[config.mk]
export PLATFORM = sky130hd
export DESIGN_NAME = pps_timekeeper
export DESIGN_NICKNAME = d
export VERILOG_FILES = /design/src/rtl/tk_pkg.sv /design/src/rtl/tk_pps_detect.sv /design/src/rtl/tk_cfg_regs.sv /design/src/rtl/tk_time_core.sv /design/src/rtl/pps_timekeeper.sv
export SDC_FILE = /design/constraint.sdc
export NUM_CORES = 1
export LEC_CHECK = 0
export ABC_AREA = 1
export CELL_PAD_IN_SITES_DETAIL_PLACEMENT = 2
export CELL_PAD_IN_SITES_GLOBAL_PLACEMENT = 2
export CORE_UTILIZATION = 35
export DETAILED_ROUTE_END_ITERATION = 10
export GPL_ROUTABILITY_DRIVEN = 0
export GPL_TIMING_DRIVEN = 0
export PLACE_DENSITY = 0.85
export SYNTH_ARGS = -nofsm -noshare
export SYNTH_HDL_FRONTEND = slang
export SYNTH_SLANG_ARGS = --single-unit
export TNS_END_PERCENT = 1
[constraint.sdc]
create_clock -name clk -period 5.4 [get_ports clk]
set_input_delay 1.08 -clock clk [delete_from_list [all_inputs] [get_ports clk]]
set_output_delay 1.08 -clock clk [all_outputs]
set_load 0.05 [all_outputs]
[src/rtl/tk_pkg.sv]
package tk_pkg;
  localparam int unsigned TK_ADDR_W = 3;
  localparam int unsigned TK_DATA_W = 32;

  typedef enum logic [TK_ADDR_W-1:0] {
    TK_A_SECS  = 3'd0,
    TK_A_TICKS = 3'd1,
    TK_A_FLAGS = 3'd2,
    TK_A_IMM   = 3'd3,
    TK_A_TPS   = 3'd4
  } tk_addr_e;
endpackage

[src/rtl/tk_pps_detect.sv]
module tk_pps_detect #(
  parameter int unsigned SYNC_STAGES = 2
) (
  input  logic clk,
  input  logic rst_n,
  input  logic pps_ext,
  input  logic pps_alt,
  input  logic src_alt,
  input  logic edge_rise,
  output logic pps_edge
);
  localparam int unsigned LAST = SYNC_STAGES - 1;

  logic             raw;
  logic [LAST:0]    sync_q, sync_d;
  logic             hist_q, hist_d;

  assign raw = src_alt ? pps_alt : pps_ext;

  always_comb begin
    sync_d = {sync_q[LAST-1:0], raw};
    hist_d = sync_q[LAST];
  end

  always_ff @(posedge clk or negedge rst_n) begin
    if (!rst_n) begin
      sync_q <= '0;
      hist_q <= 1'b0;
    end else begin
      sync_q <= sync_d;
      hist_q <= hist_d;
    end
  end

  always_comb begin
    if (edge_rise) pps_edge = sync_q[LAST] & ~hist_q;
    else           pps_edge = ~sync_q[LAST] & hist_q;
  end

  AST_EDGE_SPACED: assert property (@(posedge clk) disable iff (!rst_n)
    pps_edge |=> (!pps_edge || !$stable(edge_rise) || !$stable(src_alt)));
endmodule

[src/rtl/tk_cfg_regs.sv]
module tk_cfg_regs
  import tk_pkg::*;
#(
  parameter int unsigned SEC_W       = 32,
  parameter int unsigned TICK_W      = 32,
  parameter int unsigned DEFAULT_TPS = 100_000_000
) (
  input  logic                 clk,
  input  logic                 rst_n,
  input  logic                 we,
  input  logic [TK_ADDR_W-1:0] addr,
  input  logic [TK_DATA_W-1:0] wdata,
  input  logic                 pps_edge,
  output logic                 edge_rise,
  output logic                 src_alt,
  output logic [TICK_W-1:0]    tps,
  output logic                 ld_en,
  output logic [SEC_W-1:0]     ld_secs,
  output logic [TICK_W-1:0]    ld_ticks
);
  logic [SEC_W-1:0]  pend_secs_q, pend_secs_d;
  logic [TICK_W-1:0] pend_ticks_q, pend_ticks_d;
  logic [TICK_W-1:0] tps_q, tps_d;
  logic              rise_q, rise_d, alt_q, alt_d, imm_q, imm_d;
  logic              armed_q, armed_d;
  logic              wr_secs, wr_ticks, wr_flags, wr_imm, wr_tps;
  logic              load_imm, load_pps;

  assign wr_secs  = we && (addr == TK_A_SECS);
  assign wr_ticks = we && (addr == TK_A_TICKS);
  assign wr_flags = we && (addr == TK_A_FLAGS);
  assign wr_imm   = we && (addr == TK_A_IMM);
  assign wr_tps   = we && (addr == TK_A_TPS);

  always_comb begin
    pend_secs_d  = pend_secs_q;
    pend_ticks_d = pend_ticks_q;
    tps_d        = tps_q;
    rise_d       = rise_q;
    alt_d        = alt_q;
    imm_d        = imm_q;
    armed_d      = armed_q;
    if (wr_secs)  pend_secs_d  = wdata[SEC_W-1:0];
    if (wr_ticks) pend_ticks_d = wdata[TICK_W-1:0];
    if (wr_tps)   tps_d        = wdata[TICK_W-1:0];
    if (wr_imm)   imm_d        = wdata[0];
    if (wr_flags) begin
      rise_d = wdata[0];
      alt_d  = wdata[1];
    end
    if (wr_ticks)      armed_d = ~imm_q;
    else if (pps_edge) armed_d = 1'b0;
  end

  always_ff @(posedge clk or negedge rst_n) begin
    if (!rst_n) begin
      pend_secs_q  <= '0;
      pend_ticks_q <= '0;
      tps_q        <= TICK_W'(DEFAULT_TPS);
      rise_q       <= 1'b0;
      alt_q        <= 1'b0;
      imm_q        <= 1'b0;
      armed_q      <= 1'b0;
    end else begin
      pend_secs_q  <= pend_secs_d;
      pend_ticks_q <= pend_ticks_d;
      tps_q        <= tps_d;
      rise_q       <= rise_d;
      alt_q        <= alt_d;
      imm_q        <= imm_d;
      armed_q      <= armed_d;
    end
  end

  assign load_imm  = wr_ticks & imm_q;
  assign load_pps  = armed_q & pps_edge & ~wr_ticks;
  assign ld_en     = load_imm | load_pps;
  assign ld_secs   = pend_secs_q;
  assign ld_ticks  = load_imm ? wdata[TICK_W-1:0] : pend_ticks_q;
  assign edge_rise = rise_q;
  assign src_alt   = alt_q;
  assign tps       = tps_q;

  AST_ARM_ONCE: assert property (@(posedge clk) disable iff (!rst_n)
    (armed_q && pps_edge && !wr_ticks) |=> !armed_q);
  AST_IMM_NO_ARM: assert property (@(posedge clk) disable iff (!rst_n)
    (wr_ticks && imm_q) |=> !armed_q);
  AST_DEFER_ARMS: assert property (@(posedge clk) disable iff (!rst_n)
    (wr_ticks && !imm_q) |=> armed_q);
endmodule

[src/rtl/tk_time_core.sv]
module tk_time_core #(
  parameter int unsigned SEC_W  = 32,
  parameter int unsigned TICK_W = 32
) (
  input  logic              clk,
  input  logic              rst_n,
  input  logic [TICK_W-1:0] tps,
  input  logic              ld_en,
  input  logic [SEC_W-1:0]  ld_secs,
  input  logic [TICK_W-1:0] ld_ticks,
  input  logic              pps_edge,
  output logic [SEC_W-1:0]  secs,
  output logic [TICK_W-1:0] ticks,
  output logic [SEC_W-1:0]  snap_secs,
  output logic [TICK_W-1:0] snap_ticks
);
  logic [SEC_W-1:0]  secs_q, secs_d, snap_secs_q, snap_secs_d;
  logic [TICK_W-1:0] ticks_q, ticks_d, snap_ticks_q, snap_ticks_d;
  logic [TICK_W-1:0] tps_m1;
  logic              wrap;

  assign tps_m1 = tps - TICK_W'(1);
  assign wrap   = (ticks_q >= tps_m1);

  always_comb begin
    secs_d       = secs_q;
    ticks_d      = ticks_q;
    snap_secs_d  = snap_secs_q;
    snap_ticks_d = snap_ticks_q;
    if (ld_en) begin
      secs_d  = ld_secs;
      ticks_d = ld_ticks;
    end else if (wrap) begin
      secs_d  = secs_q + SEC_W'(1);
      ticks_d = '0;
    end else begin
      ticks_d = ticks_q + TICK_W'(1);
    end
    if (pps_edge) begin
      snap_secs_d  = secs_q;
      snap_ticks_d = ticks_q;
    end
  end

  always_ff @(posedge clk or negedge rst_n) begin
    if (!rst_n) begin
      secs_q       <= '0;
      ticks_q      <= '0;
      snap_secs_q  <= '0;
      snap_ticks_q <= '0;
    end else begin
      secs_q       <= secs_d;
      ticks_q      <= ticks_d;
      snap_secs_q  <= snap_secs_d;
      snap_ticks_q <= snap_ticks_d;
    end
  end

  assign secs       = secs_q;
  assign ticks      = ticks_q;
  assign snap_secs  = snap_secs_q;
  assign snap_ticks = snap_ticks_q;

  AST_TICK_STEP: assert property (@(posedge clk) disable iff (!rst_n)
    (!ld_en && ticks_q < tps_m1) |=> (ticks_q == $past(ticks_q) + TICK_W'(1) && secs_q == $past(secs_q)));
  AST_ROLLOVER: assert property (@(posedge clk) disable iff (!rst_n)
    (!ld_en && ticks_q >= tps_m1) |=> (ticks_q == '0 && secs_q == $past(secs_q) + SEC_W'(1)));
  AST_LOAD_TAKES: assert property (@(posedge clk) disable iff (!rst_n)
    ld_en |=> (ticks_q == $past(ld_ticks) && secs_q == $past(ld_secs)));
  AST_SNAP_CAPTURE: assert property (@(posedge clk) disable iff (!rst_n)
    pps_edge |=> (snap_ticks_q == $past(ticks_q) && snap_secs_q == $past(secs_q)));
  AST_SNAP_HOLD: assert property (@(posedge clk) disable iff (!rst_n)
    !pps_edge |=> $stable(snap_ticks_q));
endmodule

[src/rtl/pps_timekeeper.sv]
module pps_timekeeper
  import tk_pkg::*;
#(
  parameter int unsigned SEC_W       = 32,
  parameter int unsigned TICK_W      = 32,
  parameter int unsigned DEFAULT_TPS = 100_000_000,
  parameter int unsigned SYNC_STAGES = 2
) (
  input  logic                 clk,
  input  logic                 rst_n,
  input  logic                 cfg_we,
  input  logic [TK_ADDR_W-1:0] cfg_addr,
  input  logic [TK_DATA_W-1:0] cfg_wdata,
  input  logic                 pps_ext,
  input  logic                 pps_alt,
  output logic [SEC_W-1:0]     now_secs,
  output logic [TICK_W-1:0]    now_ticks,
  output logic [SEC_W-1:0]     pps_secs,
  output logic [TICK_W-1:0]    pps_ticks
);
  logic              pps_edge, edge_rise, src_alt, ld_en;
  logic [TICK_W-1:0] tps, ld_ticks;
  logic [SEC_W-1:0]  ld_secs;

  tk_pps_detect #(.SYNC_STAGES(SYNC_STAGES)) u_pps (
    .clk       (clk),
    .rst_n     (rst_n),
    .pps_ext   (pps_ext),
    .pps_alt   (pps_alt),
    .src_alt   (src_alt),
    .edge_rise (edge_rise),
    .pps_edge  (pps_edge)
  );

  tk_cfg_regs #(.SEC_W(SEC_W), .TICK_W(TICK_W), .DEFAULT_TPS(DEFAULT_TPS)) u_cfg (
    .clk       (clk),
    .rst_n     (rst_n),
    .we        (cfg_we),
    .addr      (cfg_addr),
    .wdata     (cfg_wdata),
    .pps_edge  (pps_edge),
    .edge_rise (edge_rise),
    .src_alt   (src_alt),
    .tps       (tps),
    .ld_en     (ld_en),
    .ld_secs   (ld_secs),
    .ld_ticks  (ld_ticks)
  );

  tk_time_core #(.SEC_W(SEC_W), .TICK_W(TICK_W)) u_core (
    .clk        (clk),
    .rst_n      (rst_n),
    .tps        (tps),
    .ld_en      (ld_en),
    .ld_secs    (ld_secs),
    .ld_ticks   (ld_ticks),
    .pps_edge   (pps_edge),
    .secs       (now_secs),
    .ticks      (now_ticks),
    .snap_secs  (pps_secs),
    .snap_ticks (pps_ticks)
  );

  AST_RESET_ZERO: assert property (@(posedge clk)
    !rst_n |-> (now_secs == '0 && now_ticks == '0 && pps_secs == '0 && pps_ticks == '0));
endmodule

# Yosys cells after proc, flatten, opt, wreduce, memory -nomap -nowiden
# Cells that the tools add are included.
# totals
reg_bits	231
inputBits	40
out_inout_bits	128
wordCells	48
# op_classes
n_addsub	3
order_cmp	1
n_eq_ne	4
muxes	9
n_bitwise	10
reduce_logical	8
# op_table
cell	count
$mux 32	5
$add 32x1->32 const B	2
$ge 32x32->1	1
$sub 32x1->32 const B	1
$eq 3x2->1 const B	2
$and 1x1->1	5
$logic_and 1x1->1	5
$mux 1	4
$not 1->1	4
$reduce_bool 2->1	2
$eq 3x1->1 const B	1
$eq 3x3->1 const B	1
$logic_not 3->1	1
$or 1x1->1	1

# Logic depth before layout (Yosys ltp)
# logic_depth
depth_word	7
mapped_depth	18
ltp_nobuf	17

# By module
# A second synthesis with hierarchy kept.
# hier_totals
hier_cells	1703
area_unflattened_um2	12959.9
# by_module_without_submodules
mod	instances	cells_each	area_each_um2	seq_area_each_um2
tk_time_core	1	1209	8518.2	3203.1
tk_cfg_regs	1	482	4329.2	2517.4
tk_pps_detect	1	12	112.6	75.1

# Worst setup path after synthesis
# No wires, ideal clock.
# synth_path
path_kind	reg2reg
start	register u_cfg.tps_q[2] (netlist: u_cfg.tps[2])
end	register u_core.secs_q[3] (netlist: u_core.secs[3])
setup_time_ns	0.119
arrival_ns	2.692
required_ns	5.281
path_slack_ns	2.589
path_stages_with_launch	18
path_buffers	2
period_less_slack_ns	2.811
cell_sequence	dfrtp_1 -> nor2_1 -> nand4_1 -> nor2_1 -> nand3_1 -> nor2_1 -> nand3_1 -> xor2_1 -> ha_1 -> nand2_1 -> nor2_1 -> nand4_1 -> a21oi_1 -> nor2_4 -> buf_6 -> buf_6 -> nand3_1 -> nand2_1
# synth_between
elab_chain_cells	3
# synth_lines
item	line_no	source
start: declaration	tk_cfg_regs.sv:23	logic [TICK_W-1:0] tps_q, tps_d;
start signal: assignment	tk_cfg_regs.sv:59	tps_q <= TICK_W'(DEFAULT_TPS);
start signal: assignment	tk_cfg_regs.sv:67	tps_q <= tps_d;
$sub 32x1->32	tk_time_core.sv:22	assign tps_m1 = tps - TICK_W'(1);
$ge 32x32->1	tk_time_core.sv:23	assign wrap = (ticks_q >= tps_m1);
$reduce_bool 2->1 (no source line)	--	
end signal: assignment	tk_time_core.sv:52	secs_q <= secs_d;
end: declaration	tk_time_core.sv:17	logic [SEC_W-1:0] secs_q, secs_d, snap_secs_q, snap_secs_d;
# No other way between the ends.
# A chain may end at the register's enable or synchronous reset.

# Worst setup path after layout
# layout_path
start	register u_cfg.tps_q[0] (netlist: u_cfg.tps[0])
end	register u_core.ticks_q[1] (netlist: u_core.ticks[1])
# layout_between
elab_chain_cells	4
# layout_lines
item	line_no	source
$sub 32x1->32	tk_time_core.sv:22	
$ge 32x32->1	tk_time_core.sv:23	
$mux 32	tk_time_core.sv:33	end else if (wrap) begin
$mux 32	tk_time_core.sv:30	if (ld_en) begin
named net u_core.ticks_d[1]	tk_time_core.sv:18	logic [TICK_W-1:0] ticks_q, ticks_d, snap_ticks_q, snap_ticks_d;
end signal: assignment	tk_time_core.sv:53	ticks_q <= ticks_d;
end: declaration	tk_time_core.sv:18	
# The timed path passes the listed nets, and every way through them passes these cells.

==> reports/results.ini <==
[run_status]
status = completed

[critical_path]
worstSetupEndpointType = register
rr_endpoint = u_core.ticks[1]
r2r_cells = 17
path_max_fanout = 10
reg2reg_setup_slack_ns = 1.02
worstPathArrival_ns = 4.87
path_class = reg2reg
crit_path_start_kind = register
required_ns = 5.89
r2r_start = u_cfg.tps[0]

[clock_network]
path_clk_slew_ns = 0.06
htreeDepth = 1
numCtsBuffers = 28
ctsHoldBuffers = 0
clockBufferDepth = 3
cts_root_buffer = clkbuf_16
clkLatencyLatePin_ns = 0.56
postCtsSetupRepairBufs = 0
ctsResizeCount = 0
clock-sinks = 231
cts_tree = done

[logic_synthesis]
async_reset_ff_frac = 1.00
netlist_area_um2 = 12400
synth.largest_area_cell = dfrtp_1
yosysWarnings = 0
ys_seq_elements = 231
yosys.area_share.simple = 0.274
synth_cell_type_count = 29
synth_most_common_cell = nand2_1
synthAdderAreaFrac = 0.0354
netlist.area_leader.share = 0.442
synth_top_family_by_area = simple AND/OR/NAND/NOR gates
synth-compound-area-share = 0.102
avgSynthCellArea_um2 = 7.69
syn-num-nets = 1686
synth_common_cells = 500 x nand2_1, 219 x dfrtp_1, 181 x nor2_1
synth_mux_area_frac = 0.0200
synthFlopType = dfrtp_1
synth.area.top_cells = dfrtp_1 44%, nand2_1 15%, o21ai_0 6.1%, nor2_1 5.5%, nand3_1 3.9%
synth_edf_count = 0
ys_seq_area_frac = 0.468
syn_inst = 1611
synth_xor_area_frac = 0.0389

[placed_design]
dp_hpwl_mm = 39.6
dp_cells = 2234
port_buffers = 167
placed_area_um2 = 14700

[min_path]
hold_depth = 0
min_path_type = reg2reg
min_from = u_pps.sync_q[0]
min_to = u_pps.sync_q[1]

[grt]
first_global_vias = 13786
grt_pass1_wl_mm = 82.3
antenna_found_initial = 1
gr-total-overflow = 0
grtUsageTotal = 0.300
grt_max_degree = 122

[detailed_routing]
viasPerCell = 5.40
drt_pass1_iterations = 7
drt_wl_total_mm = 53.6
drtAntennaViolNets = 0
vias = 12341
remaining_drc_errors = 0
drtIter0Drc = 741
wl_per_cell_um = 23.4

[power]
power_uw = 9380
ir_worst_vdd_v = 0.000328
p_per_area_nw_per_um2 = 600
p_leak_uw = 0.00721

[floorplan]
die-area_um2 = 36100
fp.dieH_um = 190
rows = 68
die_w_um = 190
num_io_pins = 168
coreArea_um2 = 34700
initial_utilization = 0.357

[run]
cap_viol_max_count = 0

[layout]
antennaDiodeCount = 0
multi_input_area_um2 = 5820
final_area_um2 = 15600
n_fill_cell = 3926
final_cells = 2286
drive_gt1_frac = 0.0595
regArea_um2 = 5800
nets = 1884
synthToLayoutAreaGrowth_pct = 26.3

[sta]
min_period_ns = 4.38
setup_viol = 0
rsz0062_at_grt = false
setup_tns_ns = 0
max_freq_ghz = 0.228
worstMarginPinSlew_ns = 1.03
fin_crit_sh = 0.811
skew_ns = 0.0151
hold_viol_final = 0
slew_headroom = 0.312
drv_slew = 0

-- metal layers --
layer  track usage  vias to the layer above  share of wire
met4         0.123                        0          0.039
li1              -                     5588              -
met5             0                        -              0
met1         0.386                     6351           0.44
met3        0.0336                      113          0.039
met2         0.513                      289           0.49
-- cell type report --
| cell class | instances | share of cell area |
|---|---|---|
| well taps | 455 | 0.0364 |
| plain buffers | 62 | 0.0190 |
| clock inverters | 10 | 0.0106 |
| flip-flops and latches | 231 | 0.370 |
| multi-input cells | 1193 | 0.372 |
| inverters | 125 | 0.0300 |
| clock buffers | 42 | 0.0526 |
| repair buffers | 168 | 0.109 |
-- cells in the final DEF (no fill, tap or decap), drive strengths merged, types with 2 or more instances in the layout --
cell	instances
mux2	22
nor2	185
nor4	4
nand2	503
clkinv	5
clkdlybuf4s50	166
dfstp	12
a21oi	93
xnor2	24
inv	124
clkbuf	79
o21ai	152
dfrtp	219
o21a	2
clkinvlp	2
xor2	31
bufinv	4
nand4	9
nand3b	20
buf	27
nand3	96
nor3	15
ha	35
-- per-stage QoR --
stage               hold WS, ns  worst slack, ns   util
floorplan                 0.331             2.59      -
global placement          0.339            -6.81  0.421
detailed placement        0.351             1.18  0.422
CTS                       0.365             1.11  0.451
global route              0.372            0.849  0.451
finish                    0.368             1.02  0.451
-- where the power goes --
part | internal (uW) | leakage [uW] | switching (uW)
Combinational | 1440 | 0.00382 | 3000
Clock | 1240 | 0.000479 | 800
Sequential | 2280 | 0.00292 | 626
Total | 4960 | 0.00721 | 4420
-- worst max path at each step --
stage	from	end	slack, ns
6_report	u_cfg.tps[0]	u_core.ticks[1]	1.02
3_3_place_gp	rst_n	u_core.snap_ticks[14]	-6.81
2_1_floorplan	u_cfg.tps[2]	u_core.secs[3]	2.59
4_1_cts	u_cfg.tps[0]	u_core.ticks[1]	1.11
5_1_grt	u_cfg.tps[0]	u_core.ticks[1]	0.85
3_5_place_dp	u_cfg.tps[0]	u_core.ticks[1]	1.18
-- worst max-delay path, cell delays in order (launching register included) --
cell,delay (ns)
dfrtp_1,0.38
inv_1,0.15
ha_1,0.24
nand2_1,0.14
nor2_1,0.35
nand2_1,0.20
nor4_1,0.53
xnor2_1,0.17
ha_1,0.30
nand2_1,0.09
nor2_1,0.07
nand4_1,0.11
nor2_1,0.07
nand2_1,0.14
buf_2,0.30
buf_1,0.65
nand3_1,0.28
nand2_1,0.16
-- cells by family after synthesis --
kind of cell	after synthesis
AND/OR/NAND/NOR	832
AO/OA/AOI/OAI	249
flip-flops	231
buffers and inverters	187
XOR/XNOR	55
adder cells (fa/ha/maj)	35
multiplexers	22
-- sequential cells by signal, summed over array words and instances (netlist names) --
signal,cells
u_cfg.tps,32
u_cfg.armed_q,1
u_pps.sync_q,2
u_core.snap_secs,32
u_cfg.pend_ticks_q,32
u_core.secs,32
u_core.ticks,32
u_cfg.ld_secs,32
u_cfg.imm_q,1
u_pps.hist_q,1
u_cfg.src_alt,1
u_core.snap_ticks,32
u_cfg.edge_rise,1
Power figures use the tool's default switching activity.
